<file path="src/rtl/mhs_pkg.sv">
package mhs_pkg;
  localparam int STATUS_W   = 8;
  localparam int BIT_RXRDY  = 0;
  localparam int BIT_CSUM   = 1;
  localparam int BIT_CARR   = 2;
  localparam int BIT_TXRDY  = 3;
  localparam int BIT_TIMER  = 4;
endpackage

</file>
<file path="src/rtl/mhs_flag.sv">
module mhs_flag (
  input  logic clk,
  input  logic rst,
  input  logic set_ev,
  input  logic hard_clr,
  input  logic stat_rd,
  input  logic access,
  output logic flag
);
  logic armed;

  always_ff @(posedge clk) begin
    if (rst) begin
      flag  <= 1'b0;
      armed <= 1'b0;
    end else if (set_ev) begin
      flag  <= 1'b1;
      armed <= 1'b0;
    end else if (hard_clr || (armed && access)) begin
      flag  <= 1'b0;
      armed <= 1'b0;
    end else if (stat_rd && flag) begin
      armed <= 1'b1;
    end
  end


  unarmed_hold_chk: assert property (@(posedge clk) disable iff (rst)
    (flag && !armed && !hard_clr) |=> flag);


  set_wins_chk: assert property (@(posedge clk) disable iff (rst)
    set_ev |=> flag);
endmodule

</file>
<file path="src/rtl/mhs_timer.sv">
module mhs_timer #(
  parameter int NW  = 4,
  parameter int BPU = 8
) (
  input  logic          clk,
  input  logic          rst,
  input  logic          tick,
  input  logic          wr,
  input  logic [NW-1:0] n_in,
  output logic          fire
);
  localparam int MAXP = BPU * ((1 << NW) - 1);
  localparam int CW   = $clog2(MAXP + 1);

  logic [NW-1:0] n_q;
  logic [CW-1:0] cnt;
  logic [CW-1:0] period;

  assign period = CW'(BPU) * CW'(n_q);
  assign fire   = !wr && tick && (n_q != '0) && (cnt == period - 1'b1);

  always_ff @(posedge clk) begin
    if (rst) begin
      n_q <= '0;
      cnt <= '0;
    end else if (wr) begin
      n_q <= n_in;
      cnt <= '0;
    end else if (n_q == '0) begin
      cnt <= '0;
    end else if (tick) begin
      cnt <= fire ? '0 : cnt + 1'b1;
    end
  end


  cnt_range_chk: assert property (@(posedge clk) disable iff (rst)
    (n_q != '0) |-> (cnt < period));


  idle_zero_chk: assert property (@(posedge clk) disable iff (rst)
    (n_q == '0 && !wr) |=> (cnt == '0));
endmodule

</file>
<file path="src/rtl/modem_status_irq.sv">
module modem_status_irq #(
  parameter int NW  = 4,
  parameter int BPU = 8
) (
  input  logic          clk,
  input  logic          rst,
  input  logic          rx_en,
  input  logic          tx_en,
  input  logic          byte_loaded,
  input  logic          frame_found,
  input  logic          csum_ok,
  input  logic          carrier,
  input  logic          tx_moved,
  input  logic          bit_tick,
  input  logic          timer_wr,
  input  logic [NW-1:0] timer_n,
  input  logic          stat_rd,
  input  logic          rxbuf_rd,
  input  logic          txbuf_wr,
  output logic [mhs_pkg::STATUS_W-1:0] status,
  output logic          irq_n
);
  import mhs_pkg::*;

  logic framed, car_q, tx_en_q, tmr_q;
  logic rxr, csm, txr, txi, fire;
  logic tx_rise;

  assign tx_rise = tx_en && !tx_en_q;

  always_ff @(posedge clk) begin
    if (rst) begin
      framed  <= 1'b0;
      car_q   <= 1'b0;
      tx_en_q <= 1'b0;
      tmr_q   <= 1'b0;
    end else begin
      framed  <= rx_en && (framed || frame_found);
      car_q   <= carrier && rx_en;
      tx_en_q <= tx_en;
      if (fire)                     tmr_q <= 1'b1;
      else if (stat_rd || timer_wr) tmr_q <= 1'b0;
    end
  end

  mhs_flag u_rxr (.clk(clk), .rst(rst), .set_ev(rx_en && framed && byte_loaded),
    .hard_clr(!rx_en), .stat_rd(stat_rd), .access(rxbuf_rd), .flag(rxr));
  mhs_flag u_csm (.clk(clk), .rst(rst), .set_ev(rx_en && csum_ok),
    .hard_clr(!rx_en), .stat_rd(stat_rd), .access(rxbuf_rd), .flag(csm));
  mhs_flag u_txr (.clk(clk), .rst(rst), .set_ev(tx_en && (tx_moved || tx_rise)),
    .hard_clr(!tx_en), .stat_rd(stat_rd), .access(txbuf_wr), .flag(txr));
  mhs_flag u_txi (.clk(clk), .rst(rst), .set_ev(tx_en && tx_moved),
    .hard_clr(!tx_en), .stat_rd(stat_rd), .access(txbuf_wr), .flag(txi));

  mhs_timer #(.NW(NW), .BPU(BPU)) u_tmr (.clk(clk), .rst(rst), .tick(bit_tick),
    .wr(timer_wr), .n_in(timer_n), .fire(fire));

  always_comb begin
    status            = '0;
    status[BIT_RXRDY] = rxr;
    status[BIT_CSUM]  = csm;
    status[BIT_CARR]  = car_q;
    status[BIT_TXRDY] = txr;
    status[BIT_TIMER] = tmr_q;
  end

  assign irq_n = !(rxr || txi || tmr_q);


  rx_off_clr_chk: assert property (@(posedge clk) disable iff (rst)
    !rx_en |=> (status[BIT_RXRDY] == 1'b0 && status[BIT_CSUM] == 1'b0));


  carrier_off_chk: assert property (@(posedge clk) disable iff (rst)
    !rx_en |=> !status[BIT_CARR]);


  tx_off_clr_chk: assert property (@(posedge clk) disable iff (rst)
    !tx_en |=> !status[BIT_TXRDY]);


  timer_wr_clr_chk: assert property (@(posedge clk) disable iff (rst)
    timer_wr |=> !status[BIT_TIMER]);
endmodule

</file>
<file path="config.mk">
export PLATFORM = sky130hd
export DESIGN_NAME = modem_status_irq
export DESIGN_NICKNAME = d
export VERILOG_FILES = /design/src/rtl/mhs_pkg.sv /design/src/rtl/mhs_flag.sv /design/src/rtl/mhs_timer.sv /design/src/rtl/modem_status_irq.sv
export SDC_FILE = /design/constraint.sdc
export NUM_CORES = 1
export LEC_CHECK = 0
export ABC_AREA = 1
export BUFFER_PORTS_ARGS = -buffer_cell sky130_fd_sc_hd__buf_2
export CORE_MARGIN = 2
export CORE_UTILIZATION = 40
export CTS_BUF_LIST = sky130_fd_sc_hd__clkbuf_2 sky130_fd_sc_hd__clkbuf_4 sky130_fd_sc_hd__clkbuf_8
export DETAILED_ROUTE_END_ITERATION = 8
export GPL_ROUTABILITY_DRIVEN = 0
export SLEW_MARGIN = 20
export SYNTH_ARGS = -nofsm -noshare
export SYNTH_HDL_FRONTEND = slang
export SYNTH_SLANG_ARGS = --single-unit
</file>
<file path="constraint.sdc">
create_clock -name clk -period 2.3 [get_ports clk]
set_input_delay 0.345 -clock clk [delete_from_list [all_inputs] [get_ports clk]]
set_output_delay 0.345 -clock clk [all_outputs]
set_load 0.02 [all_outputs]
</file>
==> flow_summary_export.csv <==
group,metric,value,unit
floorplanning,ios,27,
yosys,synth_edf_count,0,
clocking,ctsHoldBuffers,0,
power_and_ir_drop,pwr-share-comb,13.5,%
yosys,synth_area_leader_cell,"dfxtp_1",
yosys,synthCells,157,
timing,finClkSkew,0.00776,ns
floorplanning,chipWidth,57.2,µm
cells_and_area,area_growth,10.0,%
timing,fmax,0.679,GHz
clocking,clock_latency,0.31,ns
timing,hold_viol_final,0,
yosys,synth_area_leaders,"dfxtp_1 41%, nand2_1 12%, buf_4 6.0%",
clocking,cts_root_buffer,"clkbuf_4",
setup_path,crit_arrival,1.70,ns
yosys,ys_types,23,
yosys,async_flop_share,0,%
detailed_routing,final_antenna_net_count,0,
power_and_ir_drop,total_leakage_power,0.558,nW
clocking,cts_resized,0,
clocking,htree_num_levels,1,
clocking,cts_made_buffers,3,
setup_path,cp_max_fo,5,
timing,min_period,1.47,ns
power_and_ir_drop,p_int,526,µW
grt,grt_first_pass_wirelength,3.68,mm
yosys,synthFlopType,"dfxtp_1",
cells_and_area,drive_gt1_share,20.6,%
setup_path,critical_path_required,2.52,ns
grt,grt-ovfl-total,0,
cells_and_area,seqCellArea,460,µm²
clocking,cts_setup_buffers,0,
power_and_ir_drop,p_clk_share,28.0,%
clocking,cts_tree,"yes",
floorplanning,rows,19,
detailed_routing,vias,970,
yosys,synth_warnings,0,
grt,grt_max_degree,13,
yosys,avgSynthCellArea,7.22,µm²
yosys,ys_seq_area_share,40.6,%
setup_path,cp-end-kind,"flop",
power_and_ir_drop,netSwitchingFraction,26.5,%
clocking,numClockSinks,23,
setup_path,crit_chain,"inv_1, ha_1, nand2_1, inv_1, nor2_1, nand2_1, nor2_2, nand3_2, nand2_2, nor2_1",
power_and_ir_drop,p_seq_share,58.6,%
placement,dp_hpwl,1.68,mm
detailed_routing,dr.pass1.iters,4,
setup_path,regToRegSetupSlack,0.83,ns
placement,placed_area,0.00122,mm²
detailed_routing,totalWireLength,2.13,mm
grt,track_usage,14.5,%
grt,antenna_found_initial,0,
detailed_routing,vias_per_cell,4.71,
clocking,clk_pin_slew,0.13,ns
timing,rsz0062_at_grt,"false",
cells_and_area,multiInputGateArea,536,µm²
timing,fin_hold_ws,0.234,ns
cells_and_area,layout.nets,197,
floorplanning,die_area,0.00328,mm²
timing,finalCritPeriodShare,64.0,%
grt,grt_pass1_vias,875,
setup_path,crit_type,"reg2reg",
floorplanning,die_h,57.2,µm
cells_and_area,nFillCells,309,
clocking,clock_path_buffers,2,
placement,io_buffers,23,
floorplanning,core,0.00273,mm²
run,maxCapViolations,0,
status,status,"completed",
detailed_routing,drc,0,
hold_path,hp-class,"in2reg",
timing,slew_violations,0,
detailed_routing,drtIter0Drc,38,
yosys,synth_top_area_share,40.6,%
setup_path,cp-start-kind,"flop",
setup_path,critPathSlowestCell,"dfxtp_1",
power_and_ir_drop,pwr_density_cell,573,mW/mm²
power_and_ir_drop,power.net_switching,189,µW
cells_and_area,final_cell_area,0.00125,mm²
setup_path,cp_slowest_stage_delay,0.37,ns
yosys,syn_area,0.00113,mm²
cells_and_area,final_util,45.6,%
timing,setup_viol,0,
detailed_routing,wl_per_cell,10.3,µm
floorplanning,start_util,41.5,%
cells_and_area,diodes,0,
power_and_ir_drop,irDropWorstVdd,0.475,mV
timing,tns,0,ns
yosys,synth_seq_cells,23,
==> synthesized netlist by cell type, types with 2 or more instances <==
master   count
nand2_1     37
buf_2        2
o21ai_0      6
buf_4        9
ha_1         3
nand3_1      9
nor3_1       6
nor2_2       2
xnor2_1      2
a21oi_1     13
dfxtp_1     23
nand3_2      2
nand2_2      2
xor2_1       2
inv_1       17
nor2_1      15
==> layout make-up <==
type	instances	share of cell area [%]
Multi-Input combinational cell	107	42.9
Sequential cell	23	36.9
Timing Repair Buffer	23	9.23
Inverter	18	5.42
Tap cell	31	3.11
Clock buffer	4	2.41
==> final timing paths <==
path,cells past startpoint,end,start
min,3,car_q,carrier
min reg2reg,2,u_tmr.cnt[1],u_tmr.cnt[1]
max reg2reg,10,u_tmr.cnt[5],u_tmr.n_q[0]
max,10,u_tmr.cnt[5],u_tmr.n_q[0]
==> stage by stage <==
stage,worst slack (ns),std cells,power (mW)
after floorplan,0.964,159,0.501
after CTS,0.827,206,0.724
after global placement,0.915,202,0.523
after global routing,0.728,206,0.757
final,0.827,206,0.715
after detailed placement,0.851,202,0.524
==> registers in the layout, summed over array words and instances (netlist names) <==
| name | flops |
|---|---|
| tx_en_q | 1 |
| u_txr.flag | 1 |
| u_rxr.flag | 1 |
| u_tmr.n_q | 4 |
| framed | 1 |
| u_csm.flag | 1 |
| u_txi.armed | 1 |
| u_rxr.armed | 1 |
| u_tmr.cnt | 7 |
| u_txr.armed | 1 |
| u_csm.armed | 1 |
| car_q | 1 |
| tmr_q | 1 |
| u_txi.flag | 1 |
==> cell usage in the layout, fill, tap and decap left out, drive strengths merged <==
cell | synthesis | final
nand2 | 39 | 39
dfxtp | 23 | 23
buf | 11 | 23
inv | 18 | 18
nor2 | 18 | 18
a21oi | 14 | 14
nand3 | 11 | 11
nor3 | 6 | 6
o21ai | 6 | 6
clkbuf | 0 | 4
ha | 3 | 3
conb | 1 | 3
xnor2 | 2 | 2
xor2 | 2 | 2
nor3b | 1 | 1
nand3b | 1 | 1
nand4 | 1 | 1
==> kinds of logic (layout without fill, tap and decap cells) <==
group | Yosys count | count (layout) | synth area share [%]
flops | 23 | 23 | 40.6
simple gates | 77 | 77 | 30.7
xor+xnor | 4 | 4 | 3.09
other cells | 1 | 3 | 0.331
compound gates | 20 | 20 | 9.16
buf+inv | 29 | 45 | 12.8
fa+ha+maj | 3 | 3 | 3.31
==> layer usage <==
metal  share of wire, %  wire (µm)  vias up  track usage [%]
met5                  0          0        -                0
met4                1.2         25        0             5.32
met3                4.4         94        4             4.54
met2                 47       1010       22             24.3
met1                 47        998      424             17.4
li1                   -          -      520                -
==> worst max-delay path, delay by kind of cell, from the launching register on <==
family	cells	cell delay [ns]
fa+ha+maj	1	0.32
buf+inv	2	0.14
flops	1	0.37
simple gates	7	0.55
==> power groups by stage <==
| stage | Sequential (mW) | Combinational [mW] | Clock [mW] |
|---|---|---|---|
| 6_report | 0.419 | 0.0962 | 0.200 |
| 5_1_grt | 0.421 | 0.111 | 0.226 |
| 4_1_cts | 0.419 | 0.0965 | 0.209 |
| 3_5_place_dp | 0.428 | 0.0960 | 0 |
| 3_3_place_gp | 0.427 | 0.0960 | 0 |
| 2_1_floorplan | 0.425 | 0.0754 | 0 |
Note: power is estimated with default switching activity, not from simulation.
